File: config.mk
export PLATFORM = sky130hd
export DESIGN_NAME = ctl_link_fmt
export DESIGN_NICKNAME = d
export VERILOG_FILES = /design/src/rtl/ctl_link_pkg.sv /design/src/rtl/ctl_link_tx.sv /design/src/rtl/ctl_link_rx.sv /design/src/rtl/ctl_link_fmt.sv
export SDC_FILE = /design/constraint.sdc
export NUM_CORES = 1
export LEC_CHECK = 0
export ABC_AREA = 1
export CORE_ASPECT_RATIO = 1.2
export CORE_MARGIN = 8
export CORE_UTILIZATION = 40
export DETAILED_ROUTE_END_ITERATION = 10
export PLACE_DENSITY = 0.72
export SYNTH_ARGS = -nofsm -noshare
export SYNTH_HDL_FRONTEND = slang
export SYNTH_HIERARCHICAL = 1
export SYNTH_SLANG_ARGS = --single-unit
export TNS_END_PERCENT = 20
File: constraint.sdc
create_clock -name clk -period 1.8 [get_ports clk]
set_input_delay 0.36 -clock clk [delete_from_list [all_inputs] [get_ports clk]]
set_output_delay 0.36 -clock clk [all_outputs]
set_load 0.01 [all_outputs]
File: src/rtl/ctl_link_pkg.sv
package ctl_link_pkg;
    localparam int WORD_W   = 16;
    localparam int CMD_W    = 5;
    localparam int BUNCH_W  = 8;
    localparam int CAP_W    = 5;
    localparam int NCMD     = 11;
    localparam int TYPE_LSB = WORD_W - 2;
    localparam int SYNC_BIT = TYPE_LSB - 1;
    localparam int ACC_BIT  = TYPE_LSB - 2;
    localparam int ADV_BIT  = TYPE_LSB - 3;
    localparam int PAY_MSB  = ADV_BIT - 1;
    localparam int CMD_PAD   = PAY_MSB + 1 - CMD_W;
    localparam int BUNCH_PAD = PAY_MSB + 1 - BUNCH_W;
    localparam int CAP_PAD   = PAY_MSB + 1 - CAP_W;
    localparam logic [CMD_W-1:0] READOUT_CODE = 5'h05;

    typedef enum logic [1:0] {
        HDR_NOP   = 2'b00,
        HDR_CAP   = 2'b01,
        HDR_BUNCH = 2'b10,
        HDR_CMD   = 2'b11
    } hdr_e;

    function automatic logic [CMD_W-1:0] cmd_code_at(input int unsigned idx);
        case (idx)
            0:  return 5'h02;
            1:  return 5'h03;
            2:  return 5'h04;
            3:  return 5'h05;
            4:  return 5'h08;
            5:  return 5'h09;
            6:  return 5'h11;
            7:  return 5'h12;
            8:  return 5'h13;
            9:  return 5'h14;
            default: return 5'h15;
        endcase
    endfunction
endpackage

File: src/rtl/ctl_link_tx.sv
module ctl_link_tx
    import ctl_link_pkg::*;
(
    input  logic               clk,
    input  logic               rst_n,
    input  logic               sync_i,
    input  logic               accept_i,
    input  logic               advance_i,
    input  logic               cmd_req_i,
    input  logic [CMD_W-1:0]   cmd_code_i,
    input  logic               bunch_req_i,
    input  logic [BUNCH_W-1:0] bunch_num_i,
    input  logic               cap_req_i,
    input  logic [CAP_W-1:0]   cap_num_i,
    output logic [WORD_W-1:0]  word_o
);
    typedef struct packed {
        logic [WORD_W-1:0]  word;
        logic               acc_seen;
        logic               cap_arm;
        logic               bunch_pend;
        logic [BUNCH_W-1:0] bunch_val;
        logic               cap_pend;
        logic [CAP_W-1:0]   cap_val;
    } tx_st_t;

    tx_st_t st_q, st_d;

    always_comb begin
        logic [2:0]         flags;
        logic               have_bunch;
        logic               have_cap;
        logic [BUNCH_W-1:0] bval;
        logic [CAP_W-1:0]   cval;
        logic               sent_b;
        logic               sent_c;
        logic               readout_sent;

        st_d       = st_q;
        flags      = {sync_i, accept_i, advance_i};
        have_bunch = st_q.bunch_pend | bunch_req_i;
        have_cap   = st_q.cap_pend | cap_req_i;
        bval       = st_q.bunch_pend ? st_q.bunch_val : bunch_num_i;
        cval       = st_q.cap_pend ? st_q.cap_val : cap_num_i;
        sent_b     = 1'b0;
        sent_c     = 1'b0;

        st_d.word = '0;
        st_d.word[SYNC_BIT:ADV_BIT] = flags;
        if (cmd_req_i) begin
            st_d.word[WORD_W-1:TYPE_LSB] = HDR_CMD;
            st_d.word[PAY_MSB -: CMD_W]  = cmd_code_i;
        end else if (have_cap && st_q.cap_arm) begin
            st_d.word[WORD_W-1:TYPE_LSB] = HDR_CAP;
            st_d.word[PAY_MSB -: CAP_W]  = cval;
            sent_c = 1'b1;
        end else if (have_bunch) begin
            st_d.word[WORD_W-1:TYPE_LSB] = HDR_BUNCH;
            st_d.word[PAY_MSB -: BUNCH_W] = bval;
            sent_b = 1'b1;
        end else if (|flags) begin
            st_d.word[WORD_W-1:TYPE_LSB] = HDR_BUNCH;
            st_d.word[PAY_MSB -: BUNCH_W] = bunch_num_i;
        end

        readout_sent = cmd_req_i && (cmd_code_i == READOUT_CODE);

        st_d.bunch_pend = have_bunch & ~sent_b;
        st_d.bunch_val  = have_bunch ? bval : st_q.bunch_val;
        st_d.cap_pend   = have_cap & ~sent_c;
        st_d.cap_val    = have_cap ? cval : st_q.cap_val;

        if (readout_sent && (st_q.acc_seen || accept_i)) begin
            st_d.cap_arm = 1'b1;
        end else if (sent_c) begin
            st_d.cap_arm = 1'b0;
        end
        st_d.acc_seen = readout_sent ? 1'b0 : (st_q.acc_seen | accept_i);
    end

    always_ff @(posedge clk or negedge rst_n) begin
        if (!rst_n) begin
            st_q <= '0;
        end else begin
            st_q <= st_d;
        end
    end

    assign word_o = st_q.word;
endmodule

File: src/rtl/ctl_link_rx.sv
module ctl_link_rx
    import ctl_link_pkg::*;
(
    input  logic               clk,
    input  logic               rst_n,
    input  logic [WORD_W-1:0]  rx_word_i,
    output logic               rx_sync_o,
    output logic               rx_accept_o,
    output logic               rx_advance_o,
    output logic [NCMD-1:0]    rx_cmd_stb_o,
    output logic               rx_bunch_vld_o,
    output logic [BUNCH_W-1:0] rx_bunch_o,
    output logic               rx_cap_vld_o,
    output logic [CAP_W-1:0]   rx_cap_o
);
    typedef struct packed {
        logic               sync;
        logic               acc;
        logic               adv;
        logic [NCMD-1:0]    stb;
        logic               bv;
        logic [BUNCH_W-1:0] bunch;
        logic               cv;
        logic [CAP_W-1:0]   cap;
    } rx_st_t;

    rx_st_t          st_q, st_d;
    logic [NCMD-1:0] cmd_hit;

    for (genvar i = 0; i < NCMD; i++) begin : g_hit
        assign cmd_hit[i] = (rx_word_i[PAY_MSB -: CMD_W] == cmd_code_at(i));
    end

    always_comb begin
        hdr_e hdr;
        hdr  = hdr_e'(rx_word_i[WORD_W-1:TYPE_LSB]);
        st_d = '0;
        if (hdr != HDR_NOP) begin
            st_d.sync = rx_word_i[SYNC_BIT];
            st_d.acc  = rx_word_i[ACC_BIT];
            st_d.adv  = rx_word_i[ADV_BIT];
        end
        case (hdr)
            HDR_CMD: begin
                if (rx_word_i[CMD_PAD-1:0] == '0) st_d.stb = cmd_hit;
            end
            HDR_BUNCH: begin
                if (rx_word_i[BUNCH_PAD-1:0] == '0) begin
                    st_d.bv    = 1'b1;
                    st_d.bunch = rx_word_i[PAY_MSB -: BUNCH_W];
                end
            end
            HDR_CAP: begin
                if (rx_word_i[CAP_PAD-1:0] == '0) begin
                    st_d.cv  = 1'b1;
                    st_d.cap = rx_word_i[PAY_MSB -: CAP_W];
                end
            end
            default: ;
        endcase
    end

    always_ff @(posedge clk or negedge rst_n) begin
        if (!rst_n) begin
            st_q <= '0;
        end else begin
            st_q <= st_d;
        end
    end

    assign rx_sync_o      = st_q.sync;
    assign rx_accept_o    = st_q.acc;
    assign rx_advance_o   = st_q.adv;
    assign rx_cmd_stb_o   = st_q.stb;
    assign rx_bunch_vld_o = st_q.bv;
    assign rx_bunch_o     = st_q.bunch;
    assign rx_cap_vld_o   = st_q.cv;
    assign rx_cap_o       = st_q.cap;
endmodule

File: src/rtl/ctl_link_fmt.sv
module ctl_link_fmt
    import ctl_link_pkg::*;
(
    input  logic               clk,
    input  logic               rst_n,
    input  logic               sync_i,
    input  logic               accept_i,
    input  logic               advance_i,
    input  logic               cmd_req_i,
    input  logic [CMD_W-1:0]   cmd_code_i,
    input  logic               bunch_req_i,
    input  logic [BUNCH_W-1:0] bunch_num_i,
    input  logic               cap_req_i,
    input  logic [CAP_W-1:0]   cap_num_i,
    output logic [WORD_W-1:0]  word_o,
    input  logic [WORD_W-1:0]  rx_word_i,
    output logic               rx_sync_o,
    output logic               rx_accept_o,
    output logic               rx_advance_o,
    output logic [NCMD-1:0]    rx_cmd_stb_o,
    output logic               rx_bunch_vld_o,
    output logic [BUNCH_W-1:0] rx_bunch_o,
    output logic               rx_cap_vld_o,
    output logic [CAP_W-1:0]   rx_cap_o
);
    ctl_link_tx u_tx (
        .clk         (clk),
        .rst_n       (rst_n),
        .sync_i      (sync_i),
        .accept_i    (accept_i),
        .advance_i   (advance_i),
        .cmd_req_i   (cmd_req_i),
        .cmd_code_i  (cmd_code_i),
        .bunch_req_i (bunch_req_i),
        .bunch_num_i (bunch_num_i),
        .cap_req_i   (cap_req_i),
        .cap_num_i   (cap_num_i),
        .word_o      (word_o)
    );

    ctl_link_rx u_rx (
        .clk            (clk),
        .rst_n          (rst_n),
        .rx_word_i      (rx_word_i),
        .rx_sync_o      (rx_sync_o),
        .rx_accept_o    (rx_accept_o),
        .rx_advance_o   (rx_advance_o),
        .rx_cmd_stb_o   (rx_cmd_stb_o),
        .rx_bunch_vld_o (rx_bunch_vld_o),
        .rx_bunch_o     (rx_bunch_o),
        .rx_cap_vld_o   (rx_cap_vld_o),
        .rx_cap_o       (rx_cap_o)
    );
endmodule

======== Yosys cells after proc, flatten, opt, wreduce, memory -nomap -nowiden ========
Cells that the tools add are included.
storage, ports and cells
  register bits ........................... 59
  bits of input ports ..................... 42
  logic and storage cells ................. 73
cells by class
  muxes and demuxes ....................... 27
  equal/unequal tests ..................... 15
  bitwise operators ....................... 7
  reduce and logical (&&, ||, !) cells .... 9
operators with widths
  kind                                           count
  == test 5 bit, second input constant           5
  2-to-1 mux 8 bit                               3
  2-to-1 mux 11 bit                              2
  2-to-1 mux 9 bit                               2
  == test 5 x 3 -> 1 bit, second input constant  3
  2-to-1 mux 5 bit                               3
  2-to-1 mux 6 bit                               2
  == test 5 x 2 -> 1 bit, second input constant  2
  == test 5 x 4 -> 1 bit, second input constant  2
  2-to-1 mux 3 bit                               3
  2-to-1 mux 1 bit                               8
  2-to-1 mux 2 bit                               4
  zero test 6 bit                                1
  == test 2 bit, second input constant           2
  nonzero test 2 bit                             2
  logical AND 1 bit                              3
  zero test 3 bit                                1
  bitwise OR 1 bit                               3
  OR reduction 3 bit                             1
  AND 1 bit                                      2
  == test 2 x 1 -> 1 bit, second input constant  1
  NOT 1 bit                                      2
  logical OR 1 bit                               1

======== Longest topological paths before layout ========
Gate-level depths: netlist of run 1.
  word-level depth ........................ 6
  mapped depth ............................ 8

======== Cells and area by module ========
Netlist of run 1, hierarchy kept.
by module, submodules not included
  module       cells an instance  times used  area an instance (um^2)
  ctl_link_tx  204                1           1,552.7
  ctl_link_rx  99                 1           1,032.2

======== Worst setup path after synthesis of run 1 ========
OpenSTA, ideal clock, no wires.
  path type ............................... register to register
  from .................................... register u_tx/st_q[14] in the netlist's numbering
  to ...................................... register u_tx.st_q, in the netlist u_tx/word_o[15]
  slack ................................... 0.777 ns
  data arrival time ....................... 0.900 ns
  library setup time ...................... 0.123 ns
  buffers on the path ..................... 1
  cell stages (with the launch flop) ...... 6
  cells stage by stage .................... dfrtp_1 -> inv_2 -> nand2_2 -> buf_4 -> o21ai_0 -> nand2_1
RTL lines
  item                    line               text
  from (decl)             ctl_link_tx.sv:27  tx_st_t st_q, st_d;
  from (signal assigned)  ctl_link_tx.sv:85  st_q <= st_d;

======== Worst setup path in the final report of run 1 ========
  from .................................... register u_rx.st_q, in the netlist u_rx/rx_cmd_stb_o[10]
  to ...................................... output rx_cmd_stb_o[10]
RTL lines
  item                    line                text
  from (decl)             ctl_link_rx.sv:27   rx_st_t st_q, st_d;
  from (signal assigned)  ctl_link_rx.sv:67   st_q <= st_d;
  to (decl)               ctl_link_fmt.sv:20  output logic [NCMD-1:0] rx_cmd_stb_o,
No word-level cell between the ends.

==> reports/metrics.cfg, run 1 <==
[logic_synthesis]
syn_area_um2 = 2580
synthCells = 303
ys_seq_area_share_pct = 57.1
synth_warnings = 6
avgSynthCellArea_um2 = 8.53
ys_seq_elements = 59
synth_cell_types = 23

[floorplan]
num_io_pins = 87
core_um2 = 6330
dieArea_um2 = 9300
start_util_pct = 40.9
die_w_um = 89.4
row_count = 32
chipHeight_um = 104

[pwr]
powerDensity_nw_per_um2 = 1000
pwr-share-comb_pct = 24.3
power.share.clock_pct = 29.9
total_leakage_power_nw = 1.79
irDropWorstVdd_v = 0.000490
p_sw_share_pct = 30.3
p_switching_mw = 1.08
p_int_mw = 2.49
pwr-share-seq_pct = 45.8

[detailed_routing]
drc = 0
vias = 2097
routedWlPerCell_um = 12.7
drtIter0Drc = 47
first_pass_iters = 4
totalWireLength_um = 5970
antenna_left = 0
via_per_inst = 4.46

[placed_design]
io_buffers = 83
post-dp-hpwl_um = 4640
dp_slack_ns = 0.185
place_congestion = 0.792
post-place-cells = 454

[global_routing]
overflow = 0
grt_max_degree = 37
grt_pass1_wl_um = 9930
gr-usage-all-layers_pct = 13.9
antenna_found_initial = 0
grt_pass1_vias = 2192

[timing]
fin_crit_ns = 1.58
finalWorstSetupSlack_ns = 0.220
slew_headroom_pct = 63.3
hold_viol = 0
fmax_ghz = 0.633
period_share_pct = 87.8
grt_setup_unrepaired = false
worstMarginPinSlew_ns = 0.551
tns_ns = 0
slew_violations = 0
fin_worst_skew_ns = 0.00712
hold-worst-slack_ns = 0.0117
setup_violations = 0

[status]
status = finished, final reports clean

[clock_tree]
cts_buffer_depth = 2
clock_latency_ns = 0.33
cts_tree = yes
cts_setup_buffers = 0
cts_buffers = 9
clk_pin_slew_ns = 0.07
cts-resized-gates = 0
htree_levels = 3
cts_hold_buf = 0
cts_sinks = 59
ctsRootBufferMaster = clkbuf_8

[layout]
drive_above_1_share_pct = 8.31
syn2layout_area_growth_pct = 38.1
final_net_count = 422
stdcell_count = 470
final_util_pct = 56.4
insertedDiodeCount = 0

[critical_path]
arrival_ns = 1.22
start_kind = flip-flop
cp_cell_sequence = clkdlybuf4s50_1
cpPeakStageDelay_ns = 0.57
cpMaxStageDelayCell = clkdlybuf4s50_1
reg2reg_slack_ns = 0.35
cp_data_required_time_ns = 1.44
cp_top_family = buffers and inverters
path_class = reg -> out
cp-end-kind = primary output
path_max_fanout = 1
path_buf_inv = 1

[flow_run]
drv_cap = 0

[min_path]
hold_path_class = in -> async

power groups by stage:
stage               Clock [mW]  Sequential [mW]  Combinational, mW
finish                    1.07             1.64              0.868
floorplan                    0             1.63              0.611
global placement             0             1.65              0.856
CTS                       1.10             1.64              0.879
detailed placement           0             1.66              0.868
global route              1.15             1.67              0.991
path summary, 6_finish.rpt:
check	from	endpoint	cells after the start
setup / recovery	u_rx/rx_cmd_stb_o[10]$_DFF_PN0_	rx_cmd_stb_o[10]	1
hold / removal	rst_n	u_tx/st_q[6]$_DFFE_PN0N_	1
min in group clk	advance_i	u_tx/word_o[11]$_DFF_PN0_	1
setup reg to reg	u_tx/st_q[14]$_DFF_PN0_	u_tx/word_o[8]$_DFF_PN0_	6
max in group asynchronous	rst_n	u_rx/rx_cmd_stb_o[3]$_DFF_PN0_	2
hold reg to reg	u_tx/st_q[1]$_DFFE_PN0P_	u_tx/st_q[1]$_DFFE_PN0P_	2
registers in the layout (all words and copies together), names as in the netlist:
register	cells
u_rx/rx_cap_o	5
u_rx/rx_advance_o	1
u_rx/rx_sync_o	1
u_tx/word_o	13
u_tx/st_q	17
u_rx/rx_bunch_o	8
u_rx/rx_bunch_vld_o	1
u_rx/rx_cap_vld_o	1
u_rx/rx_cmd_stb_o	11
u_rx/rx_accept_o	1
synth_stat cells, drive strengths merged:
cell type | n | share of area [%]
conb | 1 | 0.15
nor2 | 50 | 7.6
o21ai | 9 | 1.7
nand3 | 16 | 3.5
nor3 | 11 | 2.1
buf | 21 | 6.3
or2 | 2 | 0.48
inv | 51 | 7.4
o211ai | 3 | 0.87
a31oi | 1 | 0.24
nand4 | 1 | 0.24
a21oi | 7 | 1.4
dfrtp | 59 | 57
a22oi | 1 | 0.29
nand2 | 70 | 11
metal layers:
metal | global-route usage [%] | up-vias | share of wire (%)
li1 | - | 1058 | -
met1 | 13.5 | 939 | 36
met2 | 22.0 | 85 | 47
met3 | 8.30 | 15 | 14
met4 | 7.75 | 0 | 2.6
met5 | 0 | - | 0
area by class of cell:
| cell class | instances | area [um2] |
|---|---|---|
| clock buffers | 12 | 155 |
| clock inverters | 4 | 25.0 |
| fillers | 600 | 2760 |
| inverters | 51 | 191 |
| multi-input cells | 174 | 762 |
| flip-flops and latches | 59 | 1480 |
| well taps | 85 | 106 |
| repair buffers | 85 | 853 |
placed cells by master, fill, tap and decap left out, drive strengths merged:
cell type / n
a31oi: 1
buf: 3
dfrtp: 59
nor3: 11
or2: 2
a21oi: 7
inv: 51
clkinv: 2
clkinvlp: 2
o211ai: 3
nand3: 16
a22oi: 1
o21ai: 9
clkdlybuf4s50: 82
nand4: 1
nand2: 70
conb: 3
nor2: 50
clkbuf: 12
logic make-up (layout without fill, tap and decap cells):
family,Yosys count,in the layout,share of synthesized area (%)
AND/OR/NAND/NOR,150,150,24.5
buffers and inverters,72,152,13.7
flip-flops,59,59,57.1
other,1,3,0.145
AO/OA/AOI/OAI,21,21,4.50
metrics by stage:
stage	power, mW	area [um2]
detailed placement	2.53	3390
finish	3.57	3570
global placement	2.51	3390
CTS	3.62	3570
floorplan	2.24	2590
global route	3.81	3570
(Power assumes the default switching activity.)
==> run 2: changes to the inputs <==
--- a/config.mk
+++ b/config.mk
@@ -7,9 +7,12 @@
 export LEC_CHECK = 0
 export ABC_AREA = 1
+export CELL_PAD_IN_SITES_DETAIL_PLACEMENT = 0
+export CELL_PAD_IN_SITES_GLOBAL_PLACEMENT = 2
 export CORE_ASPECT_RATIO = 1.2
 export CORE_MARGIN = 8
-export CORE_UTILIZATION = 40
+export CORE_UTILIZATION = 28
 export DETAILED_ROUTE_END_ITERATION = 10
-export PLACE_DENSITY = 0.72
+export MAX_ROUTING_LAYER = met4
+export PLACE_DENSITY_LB_ADDON = 0.1
 export SYNTH_ARGS = -nofsm -noshare
 export SYNTH_HDL_FRONTEND = slang
==> constraint.sdc (replaced) <==
create_clock -name clk -period 1.8 [get_ports clk]
set_input_delay 0.36 -clock clk [delete_from_list [all_inputs] [get_ports clk]]
set_output_delay 0.36 -clock clk [all_outputs]
set_load 0.1 [all_outputs]
==> reports/metrics.cfg, run 2 (synthesis gave the netlist of run 1 again) <==
[pwr]
pwr-share-seq_pct = 35.5
p_switching_mw = 1.68
power.share.clock_pct = 31.3
pwr-share-comb_pct = 33.2
p_int_mw = 3.01
p_sw_share_pct = 35.8
total_leakage_power_nw = 2.05
powerDensity_nw_per_um2 = 1140
totalPowerFinal_mw = 4.69
irDropWorstVdd_v = 0.000445

[critical_path]
start_kind = input port
path_class = in -> reg
crit_top_cell = nand2_1
path_max_fanout = 6
reg2reg_from = u_tx/st_q[14]$_DFF_PN0_
arrival_ns = 1.54
cp_data_required_time_ns = 2.04
rr_endpoint = u_tx/word_o[6]$_DFF_PN0_
cpMaxStageDelayCell = clkdlybuf4s50_1
crit_start = cmd_req_i
reg2reg_slack_ns = 0.51
cp_cell_sequence = clkdlybuf4s50_1, inv_2, or2_1, nor2_2, nand2_1, nand2_1, inv_1
cpPeakStageDelay_ns = 0.56
cp-end-kind = flip-flop
crit_end = u_tx/st_q[16]$_DFF_PN0_
reg2reg_depth = 7

[clock_tree]
cts_sinks = 59
cts_buffers = 9
cts_buffer_depth = 2
cts-resized-gates = 0
cts_hold_buf = 0
cts_setup_buffers = 0
ctsRootBufferMaster = clkbuf_8
clock_latency_ns = 0.34
clk_pin_slew_ns = 0.07
cts_tree = yes
htree_levels = 3

[placed_design]
post-dp-hpwl_um = 5260
dp_slack_ns = 0.130
place_congestion = 0.732
io_buffers = 83

[layout]
layout_common_cells = nand2_1 (67), dfrtp_1 (59), nor2_1 (47), inv_1 (46), buf_12 (43)
final_common_cell = nand2_1
drive_above_1_share_pct = 20.1
largest_reg_flops = 17
final_util_pct = 45.6
multi_input_area_um2 = 762
regMostFlops = u_tx/st_q
register_area_um2 = 1480
final_net_count = 425
insertedDiodeCount = 0
syn2layout_area_growth_pct = 59.5
fillerInstances = 896

[global_routing]
grt_pass1_vias = 2279
grt_max_degree = 60
overflow = 0
grt_pass1_wl_um = 11300
gr-usage-all-layers_pct = 12.0
antenna_found_initial = 0

[floorplan]
core_um2 = 9030
die_w_um = 104
num_io_pins = 87
dieArea_um2 = 12600
start_util_pct = 28.6
chipHeight_um = 121
row_count = 38

[detailed_routing]
drtIter0Drc = 76
routedWlPerCell_um = 13.7
antenna_left = 0
first_pass_iters = 4
totalWireLength_um = 6950
drc = 0
vias = 2108
via_per_inst = 4.15

[timing]
setup_violations = 0
fin_crit_ns = 1.31
slew_violations = 0
tns_ns = 0
period_share_pct = 72.6
grt_setup_unrepaired = false
fin_worst_skew_ns = 0.00586
finalWorstSetupSlack_ns = 0.493
hold_viol = 0
fmax_ghz = 0.765

[min_path]
hold_path_class = in -> async

[status]
status = finished, final reports clean

[flow_run]
drv_cap = 0

## run 2: cell count changes in the layout (fill, tap and decap cells not counted), sizes merged
cell,before,now
clkdlybuf4s50,82,40
clkbuf,12,13
buf,3,48
clkinvlp,2,1
bufinv,0,2
clkinv,2,0
## run 2: worst min-delay path by stage
stage	slack, ns	cells after the start	end
global route	0.02	2	u_rx/rx_bunch_vld_o$_DFF_PN0_
detailed placement	0.40	2	u_rx/rx_bunch_vld_o$_DFF_PN0_
global placement	0.39	2	u_rx/rx_bunch_o[1]$_DFF_PN0_
CTS	0.01	2	u_rx/rx_bunch_o[1]$_DFF_PN0_
floorplan	0.06	0	u_rx/rx_accept_o$_DFF_PN0_
finish	0.008	2	u_rx/rx_bunch_vld_o$_DFF_PN0_
## run 2: critical path: cells and delay by family
family,cells,cell delay [ns]
buffers and inverters,3,0.71
AND/OR/NAND/NOR,4,0.46
## run 2: power by group through the flow
stage / Clock, mW / Sequential (mW) / Combinational, mW
4_1_cts: 1.52 / 1.67 / 1.59
2_1_floorplan: 0 / 1.68 / 1.08
5_1_grt: 1.57 / 1.70 / 1.69
3_5_place_dp: 0 / 1.69 / 1.58
6_report: 1.47 / 1.67 / 1.56
3_3_place_gp: 0 / 1.69 / 1.58
## run 2: routing by layer
metal / global-route usage, % / wire (um)
met3: 5.37 / 575
met4: 6.26 / 125
met2: 19.7 / 3450
met5: - / 0
met1: 11.8 / 2800
## run 2: through the flow
stage	cells	hold WS (ns)	cell area, um2
after floorplan	305	0.0644	2590
after global placement	492	0.392	3880
after detailed placement	492	0.400	3880
after CTS	508	0.0108	4120
after global routing	508	0.0208	4120
final	508	0.00772	4120
## run 2: final cells by class
class                   instances  share of cell area [%]
well taps                     120                    3.64
flip-flops and latches         59                    35.8
inverters                      51                    4.64
clock inverters                 3                    1.64
multi-input cells             174                    18.5
clock buffers                  13                    4.34
repair buffers                 88                    31.4
